$ cat src/rtl/oneshot_pkg.sv
package oneshot_pkg;
  // Synchronised view of one channel's control lines; a is the MSB.
  typedef struct packed {
    logic a;   // fall trigger, active low
    logic b;   // rise trigger, active high
    logic r;   // hold, active low
  } pins_t;

  localparam int PINS_W = $bits(pins_t);
endpackage

$ cat src/rtl/os_sync.sv
module os_sync #(
  parameter int W      = 3,
  parameter int STAGES = 2
) (
  input  logic         clk,
  input  logic         rst_n,
  input  logic [W-1:0] d,
  output logic [W-1:0] q
);
  logic [W-1:0] st [STAGES];

  for (genvar g = 0; g < STAGES; g++) begin : g_stage
    if (g == 0) begin : g_first
      always_ff @(posedge clk) begin
        if (!rst_n) st[g] <= '0;
        else        st[g] <= d;
      end
    end else begin : g_next
      always_ff @(posedge clk) begin
        if (!rst_n) st[g] <= '0;
        else        st[g] <= st[g-1];
      end
    end
  end

  assign q = st[STAGES-1];
endmodule

$ cat src/rtl/os_arm.sv
module os_arm #(
  parameter int STAGES = 2
) (
  input  logic clk,
  input  logic rst_n,
  output logic armed
);
  localparam int WARM = STAGES + 1;
  localparam int AW   = $clog2(WARM + 1);

  logic [AW-1:0] wc;

  always_ff @(posedge clk) begin
    if (!rst_n)                  wc <= '0;
    else if (wc != AW'(WARM))    wc <= wc + AW'(1);
  end

  assign armed = (wc == AW'(WARM));
endmodule

$ cat src/rtl/os_trig.sv
module os_trig
  import oneshot_pkg::*;
#(
  parameter bit RST_TRIG = 1'b1
) (
  input  logic  clk,
  input  logic  rst_n,
  input  logic  armed,
  input  pins_t cur,
  output logic  fire,
  output logic  clr_ok
);
  pins_t prev;
  logic  fall_a, rise_b, rel_r;

  always_ff @(posedge clk) begin
    if (!rst_n) prev <= '0;
    else        prev <= cur;
  end

  assign fall_a = prev.a & ~cur.a & cur.b;
  assign rise_b = ~prev.b & cur.b & ~cur.a;

  if (RST_TRIG) begin : g_rel
    assign rel_r = ~prev.r & cur.r & ~cur.a & cur.b;
  end else begin : g_norel
    assign rel_r = 1'b0;
  end

  assign clr_ok = cur.r;
  assign fire   = armed & cur.r & (fall_a | rise_b | rel_r);
endmodule

$ cat src/rtl/os_count.sv
module os_count #(
  parameter int CW = 16
) (
  input  logic          clk,
  input  logic          rst_n,
  input  logic          fire,
  input  logic          clr_ok,
  input  logic [CW-1:0] width,
  output logic          q
);
  logic [CW-1:0] cnt;

  always_ff @(posedge clk) begin
    if (!rst_n)          cnt <= '0;
    else if (!clr_ok)    cnt <= '0;
    else if (fire)       cnt <= width;
    else if (cnt != '0)  cnt <= cnt - CW'(1);
  end

  assign q = (cnt != '0) & clr_ok;


  clr_hold_chk: assert property (@(posedge clk) disable iff (!rst_n)
    !clr_ok |=> (cnt == '0));


  reload_chk: assert property (@(posedge clk) disable iff (!rst_n)
    (fire && clr_ok) |=> (cnt == $past(width)));


  count_down_chk: assert property (@(posedge clk) disable iff (!rst_n)
    (clr_ok && !fire && cnt != '0) |=> (cnt == $past(cnt) - CW'(1)));


  start_cause_chk: assert property (@(posedge clk) disable iff (!rst_n)
    $rose(q) |-> $past(fire));


  zero_width_chk: assert property (@(posedge clk) disable iff (!rst_n)
    (fire && clr_ok && width == '0) |=> (cnt == '0));
endmodule

$ cat src/rtl/oneshot_pair.sv
module oneshot_pair
  import oneshot_pkg::*;
#(
  parameter int NCH      = 2,
  parameter int CW       = 16,
  parameter int STAGES   = 2,
  parameter bit RST_TRIG = 1'b1
) (
  input  logic              clk,
  input  logic              rst_n,
  input  logic [NCH-1:0]    fall_trig_i,
  input  logic [NCH-1:0]    rise_trig_i,
  input  logic [NCH-1:0]    hold_n_i,
  input  logic [NCH*CW-1:0] width_i,
  output logic [NCH-1:0]    q_o,
  output logic [NCH-1:0]    qn_o
);
  logic armed;

  os_arm #(.STAGES(STAGES)) u_arm (
    .clk(clk), .rst_n(rst_n), .armed(armed)
  );

  for (genvar c = 0; c < NCH; c++) begin : g_ch
    logic [PINS_W-1:0] syn;
    pins_t             cur;
    logic              fire, clr_ok, q;

    os_sync #(.W(PINS_W), .STAGES(STAGES)) u_sync (
      .clk(clk), .rst_n(rst_n),
      .d({fall_trig_i[c], rise_trig_i[c], hold_n_i[c]}),
      .q(syn)
    );

    assign cur = pins_t'(syn);

    os_trig #(.RST_TRIG(RST_TRIG)) u_trig (
      .clk(clk), .rst_n(rst_n), .armed(armed), .cur(cur),
      .fire(fire), .clr_ok(clr_ok)
    );

    os_count #(.CW(CW)) u_cnt (
      .clk(clk), .rst_n(rst_n), .fire(fire), .clr_ok(clr_ok),
      .width(width_i[c*CW +: CW]), .q(q)
    );

    assign q_o[c]  = q;
    assign qn_o[c] = ~q;
  end


  idle_after_reset_chk: assert property (@(posedge clk) disable iff (!rst_n)
    !armed |-> (q_o == '0));
endmodule

$ cat config.mk
export PLATFORM = sky130hd
export DESIGN_NAME = oneshot_pair
export DESIGN_NICKNAME = d
export VERILOG_FILES = /design/src/rtl/oneshot_pkg.sv /design/src/rtl/os_sync.sv /design/src/rtl/os_arm.sv /design/src/rtl/os_trig.sv /design/src/rtl/os_count.sv /design/src/rtl/oneshot_pair.sv
export SDC_FILE = /design/constraint.sdc
export NUM_CORES = 1
export LEC_CHECK = 0
export ABC_AREA = 0
export BUFFER_PORTS_ARGS = -buffer_cell sky130_fd_sc_hd__buf_2
export CAP_MARGIN = 10
export CORE_MARGIN = 1.5
export CORE_UTILIZATION = 40
export DETAILED_ROUTE_END_ITERATION = 8
export HOLD_SLACK_MARGIN = 0.12
export PLACE_DENSITY_LB_ADDON = 0.3
export REMOVE_ABC_BUFFERS = 1
export SLEW_MARGIN = 20
export SYNTH_ARGS = -nofsm -noshare
export SYNTH_HDL_FRONTEND = slang
export SYNTH_SLANG_ARGS = --single-unit
$ cat constraint.sdc
create_clock -name clk -period 6.35 [get_ports clk]
set_input_delay 1.27 -clock clk [delete_from_list [all_inputs] [get_ports clk]]
set_output_delay 1.27 -clock clk [all_outputs]
set_load 0.05 [all_outputs]
After elaboration in Yosys (flattened, before gate mapping):

Memories as Yosys holds them, arrays and structs flattened.
Index checks and enable logic that the tools add are counted.
Widths: inputs -> output; s select.

* latch bits: 0
* output and inout bits: 4
* bits in read-only memories: 0
* RAM bits: 12
* input port bits: 40
* word-level logic and storage cells: 68
* register bits after elaboration: 40
* memories kept: 2

* shift-type cells: 0
* eq/ne operators: 2
* multiply operators: 0
* add/sub/neg operators: 3
* magnitude comparators: 0
* reductions and logical operators: 6
* divide/modulo/power cells: 0
* mux-type cells: 10
* bitwise logic cells: 36

Memories
* g_ch[0].u_sync.st: words 2, bits a word 3, rd ports 2, clocked after Yosys merged registers in 0, wr ports 2, line os_sync.sv:10 `logic [W-1:0] st [STAGES];`
* g_ch[1].u_sync.st: words 2, bits a word 3, rd ports 2, clocked after Yosys merged registers in 0, wr ports 2, line os_sync.sv:10

Operator list (count)
* $mux 16: 4
* $reduce_bool 16->1: 2
* $sub 16x1->16 const B: 2
* $and 1x1->1: 20
* $mux 3: 4
* $not 1->1: 8
* $or 1x1->1: 8
* $reduce_and 2->1: 2
* $reduce_bool 2->1: 2
* $add 2x1->2 const B: 1
* $eq 2x2->1 const B: 1
* $mux 1: 2
* $ne 2x2->1 const B: 1

Depth between registers and ports, before layout:

* word-level depth: 7
* gate-level depth with buffers: 8

Hierarchy:

From an unflattened synthesis, not the netlist that was laid out.

* cells, all modules: 296
* area total of the unflattened synthesis: 2603.7 sq um

Modules (own cells, without submodules)
* os_count: cells each 120, area an instance 978.4 sq um, seq. area each 320.3 sq um, instances 2
* os_sync: cells each 12, area an instance 157.7 sq um, seq. area each 120.1 sq um, instances 2
* os_trig: cells each 10, area an instance 106.4 sq um, seq. area each 60.1 sq um, instances 2
* os_arm: cells each 8, area an instance 96.3 sq um, seq. area each 40.0 sq um, instances 1
* oneshot_pair: cells each 4, area an instance 22.5 sq um, seq. area each 0.0 sq um, instances 1

Worst setup path after synthesis:

No wires, ideal clock.

* path type: register to output
* start point: reg g_ch[0].u_cnt.cnt[10]
* end point: out q_o[0]
* cell stages (with the launch flop): 7
* setup slack: 2.941 ns
* required time: 5.080 ns
* arrival: 2.139 ns
* path buffers: 1
* cell sequence: dfxtp_1 or4_4 or3_4 or2_4 nand2_1 inv_1 buf_4

* word-level cells in the longest chain between the ends: 2

RTL lines
* start, declared: line os_count.sv:11 `logic [CW-1:0] cnt;`
* start signal, assigned: line os_count.sv:16 `else if (fire) cnt <= width;`
* start signal, assigned: line os_count.sv:17 `else if (cnt != '0) cnt <= cnt - CW'(1);`
* $reduce_bool 16->1: line os_count.sv:20 `assign q = (cnt != '0) & clr_ok;`
* $and 1x1->1: line os_count.sv:20
* end, declared: line oneshot_pair.sv:15 `output logic [NCH-1:0] q_o,`

Every way passes these cells.

Final worst setup path:

* start point: reg g_ch[0].u_cnt.cnt[0]
* end point: out qn_o[0]

* word-level cells in the longest chain between the ends: 3

RTL lines
* $reduce_bool 16->1: line os_count.sv:20
* $and 1x1->1: line os_count.sv:20
* $not 1->1: line oneshot_pair.sv:48 `assign qn_o[c] = ~q;`
* end, declared: line oneshot_pair.sv:16 `output logic [NCH-1:0] qn_o`

Every way passes these cells.

==> run metrics <==
post-CTS resize count=0; first-pass GRT wire length=8.10 mm; DR DRC count=0; initial DRC count=~140; Clock Skew=0.00603 ns; Ys Warns=0; Via density=5.20; clock-pin slew on the worst setup and hold paths=roughly 0.090 ns; Clock Path Buffers=2; layout cells sized above 1=20.8%; worst vdd ir=0.113 mV; worst skew pair latency=0.30 ns; Root Driver=clkbuf_8; number of fill cells=607; async set-reset flop share out of synthesis=0%; Pins Over Slew Limit=0; Clock Sinks=between 50 and 60; syn_area_per_cell=8.62 sq um; status=finished, final reports clean; CORE AREA=5890 sq um; final hold violations=0; Critical Path RT=5.08 ns; kind of critical path=flop to primary output; distinct cell type count after synthesis=47; top sig layer=met4; EDFF count, synth=0; crit path time final=3.76 ns; Yosys reg bits=52; setup bufs post-CTS=0; LEAKAGE=1.17 nW; Post-Syn Area=around 2400 sq um; FP Rows=28; remaining global-route overflow=0; via count=2063; worst hold path startpoint=g_ch[0].u_sync.st[0][1]; Synth Flop Type=dfxtp_1; CP startpoint kind=flop; all-layer global routing usage=16.1%; Die Width=80.8 microns; area grow syn2layout=14.9%; Max FO, Critical Path=8; Routed Wire Length=4.90 mm; fin crit share=59.2%; cell count after synthesis=281; htree depth=2; drt pass-1 iters=4; dpl hpwl=3.60 mm; maximum clock rate=0.266 GHz; die height=80.8 microns; max-cap violation count=0; worst r2r dst=g_ch[0].u_cnt.cnt[4]; RSZ-0062 raised after global routing=false; number of global-route vias before repair=1795; arrival time worst endpoint=2.49 ns; Starting Density=between 40% and 50%; final setup TNS=0 ns; crit path to=qn_o[0]; average wire per standard cell=12.3 microns; # IOs=44; largest net degree at the start of global routing=25; Worst R2R Start=g_ch[0].u_cnt.cnt[0]; Power Total=between 0.5 and 0.6 mW; CP startpoint=g_ch[0].u_cnt.cnt[0]; Diodes inserted=0; HP Class=flop to flop; register area share after synthesis=43.0%; GPL Wtd Cong=0.801; Slew @ Worst Pin=a little over 0.6 ns; Die Area=6530 sq um; final setup violation count=0; reg2reg setup slack=between 4 and 5 ns; nets=364; routed wl met3=between 150 and 200 microns; WL met2=2.19 mm; Routed Antenna Nets=0; Crit. End Element=primary output; antenna violations before repair=0; # hold bufs at CTS=0; r2r worst-path depth=7; met1 wire length=2.48 mm; P per Cell Area=204 nW/um^2; slew margin rel.=59.4%; I/O Buffers=43; CTS tree=built; TritonCTS buffer count=5
-- cells by family after synthesis --
kind of cell / after synthesis / synth area share (%)
and+or+nand+nor: 112 / 26.3
AOI/OAI and AO/OA: 76 / 19.4
DFF: 52 / 43.0
buffers and inverters: 22 / 3.72
xor gates and xnor gates: 12 / 4.34
muxes: 4 / 1.65
adders and majority gates: 3 / 1.55
-- cell usage in the layout (no fill, tap or decap), types with 2 or more instances in the layout --
master | synthesis | layout
nor3_1 | 11 | 11
o31a_1 | 2 | 2
nor3b_1 | 2 | 2
or3_1 | 3 | 3
xor2_1 | 6 | 6
or3_2 | 3 | 3
buf_2 | 0 | 43
nor4_1 | 4 | 4
o221a_2 | 2 | 2
nand3_1 | 11 | 11
and2_1 | 19 | 19
nand2_1 | 26 | 26
clkbuf_8 | 0 | 6
nor2_1 | 11 | 11
ha_1 | 3 | 3
nor4_2 | 2 | 2
inv_1 | 11 | 11
dfxtp_1 | 52 | 52
o31ai_1 | 5 | 5
o22ai_1 | 2 | 2
xnor2_1 | 6 | 6
a21oi_1 | 20 | 20
a31oi_1 | 7 | 7
nor2b_1 | 3 | 3
or4_1 | 4 | 4
nand4_1 | 4 | 4
mux2i_1 | 4 | 4
o21ai_0 | 28 | 28
-- metrics by stage --
step / area (sq um) / utilization, % / std cells / setup slack, ns / hold WS [ns]
6_report: 2780 / 47.3 / 397 / 2.59 / 0.441
5_1_grt: 2780 / 47.3 / 397 / 2.35 / 0.449
4_1_cts: 2780 / 47.3 / 397 / 2.58 / 0.443
3_5_place_dp: 2690 / 45.7 / 389 / 2.93 / 0.420
3_3_place_gp: 2690 / 45.7 / 389 / 3.02 / 0.414
2_1_floorplan: 2370 / - / 270 / 2.87 / 0.412
-- synthesized netlist by cell type, drive strengths merged (3+ instances only) --
library cell	instances	area, sq um
a21oi	20	100
a31oi	7	43.8
and2	19	119
clkbuf	9	33.8
dfxtp	52	1040
ha	3	37.5
inv	11	41.3
mux2i	4	40.0
nand2	26	97.6
nand3	11	55.1
nand4	4	25.0
nor2	11	41.3
nor2b	3	18.8
nor3	13	81.3
nor4	6	50.0
o21ai	29	145
o31ai	5	37.5
or3	7	52.6
or4	5	41.3
xnor2	6	52.6
xor2	6	52.6
-- report_power, final --
part / internal, mW / switching (mW) / leakage [nW] / total (mW)
registers: 0.334 / 0.00333 / 0.422 / 0.337
clock network: 0.0887 / 0.106 / 0.0445 / 0.195
logic: 0.0196 / 0.0164 / 0.699 / 0.0360
total: 0.442 / 0.126 / 1.17 / 0.568
-- state kept, by name, indices dropped and copies added (netlist names) --
signal            cells
g_ch.u_trig.prev      6
g_ch.u_cnt.cnt       32
u_arm.wc              2
g_ch.u_sync.st       12
-- worst min-delay path by stage --
stage                                          to  cells past startpoint
after floorplan           g_ch[0].u_sync.st[1][0]                      1
after global placement    g_ch[0].u_sync.st[1][1]                      1
after detailed placement  g_ch[0].u_sync.st[1][0]                      1
after CTS                 g_ch[0].u_sync.st[1][0]                      1
after global routing      g_ch[0].u_sync.st[1][0]                      1
final                     g_ch[0].u_sync.st[1][1]                      1
-- area by class of cell --
type,count,area [sq um],share of cell area [%]
flip-flops and latches,52,1040,37.4
clock buffers,7,86.3,3.10
inverters,11,41.3,1.48
multi-input cells,207,1290,46.4
well taps,75,93.8,3.37
repair buffers,44,223,8.00
clock inverters,1,7.51,0.270
-- critical path: stages, from the launching register on --
cell and delay, ns:
dfxtp_1 0.37, inv_1 0.07, ha_1 0.17, nor3b_1 0.53
nand3_1 0.32, or2_4 0.34, nand2_1 0.11, buf_2 0.27
-- routing by layer --
layer | GRT usage [%] | up-vias
met5 | 0 | -
met4 | 5.17 | 0
met3 | 3.82 | 6
met2 | 25.4 | 28
met1 | 21.7 | 936
li1 | - | 1093
Power figures use the tool's default switching activity.
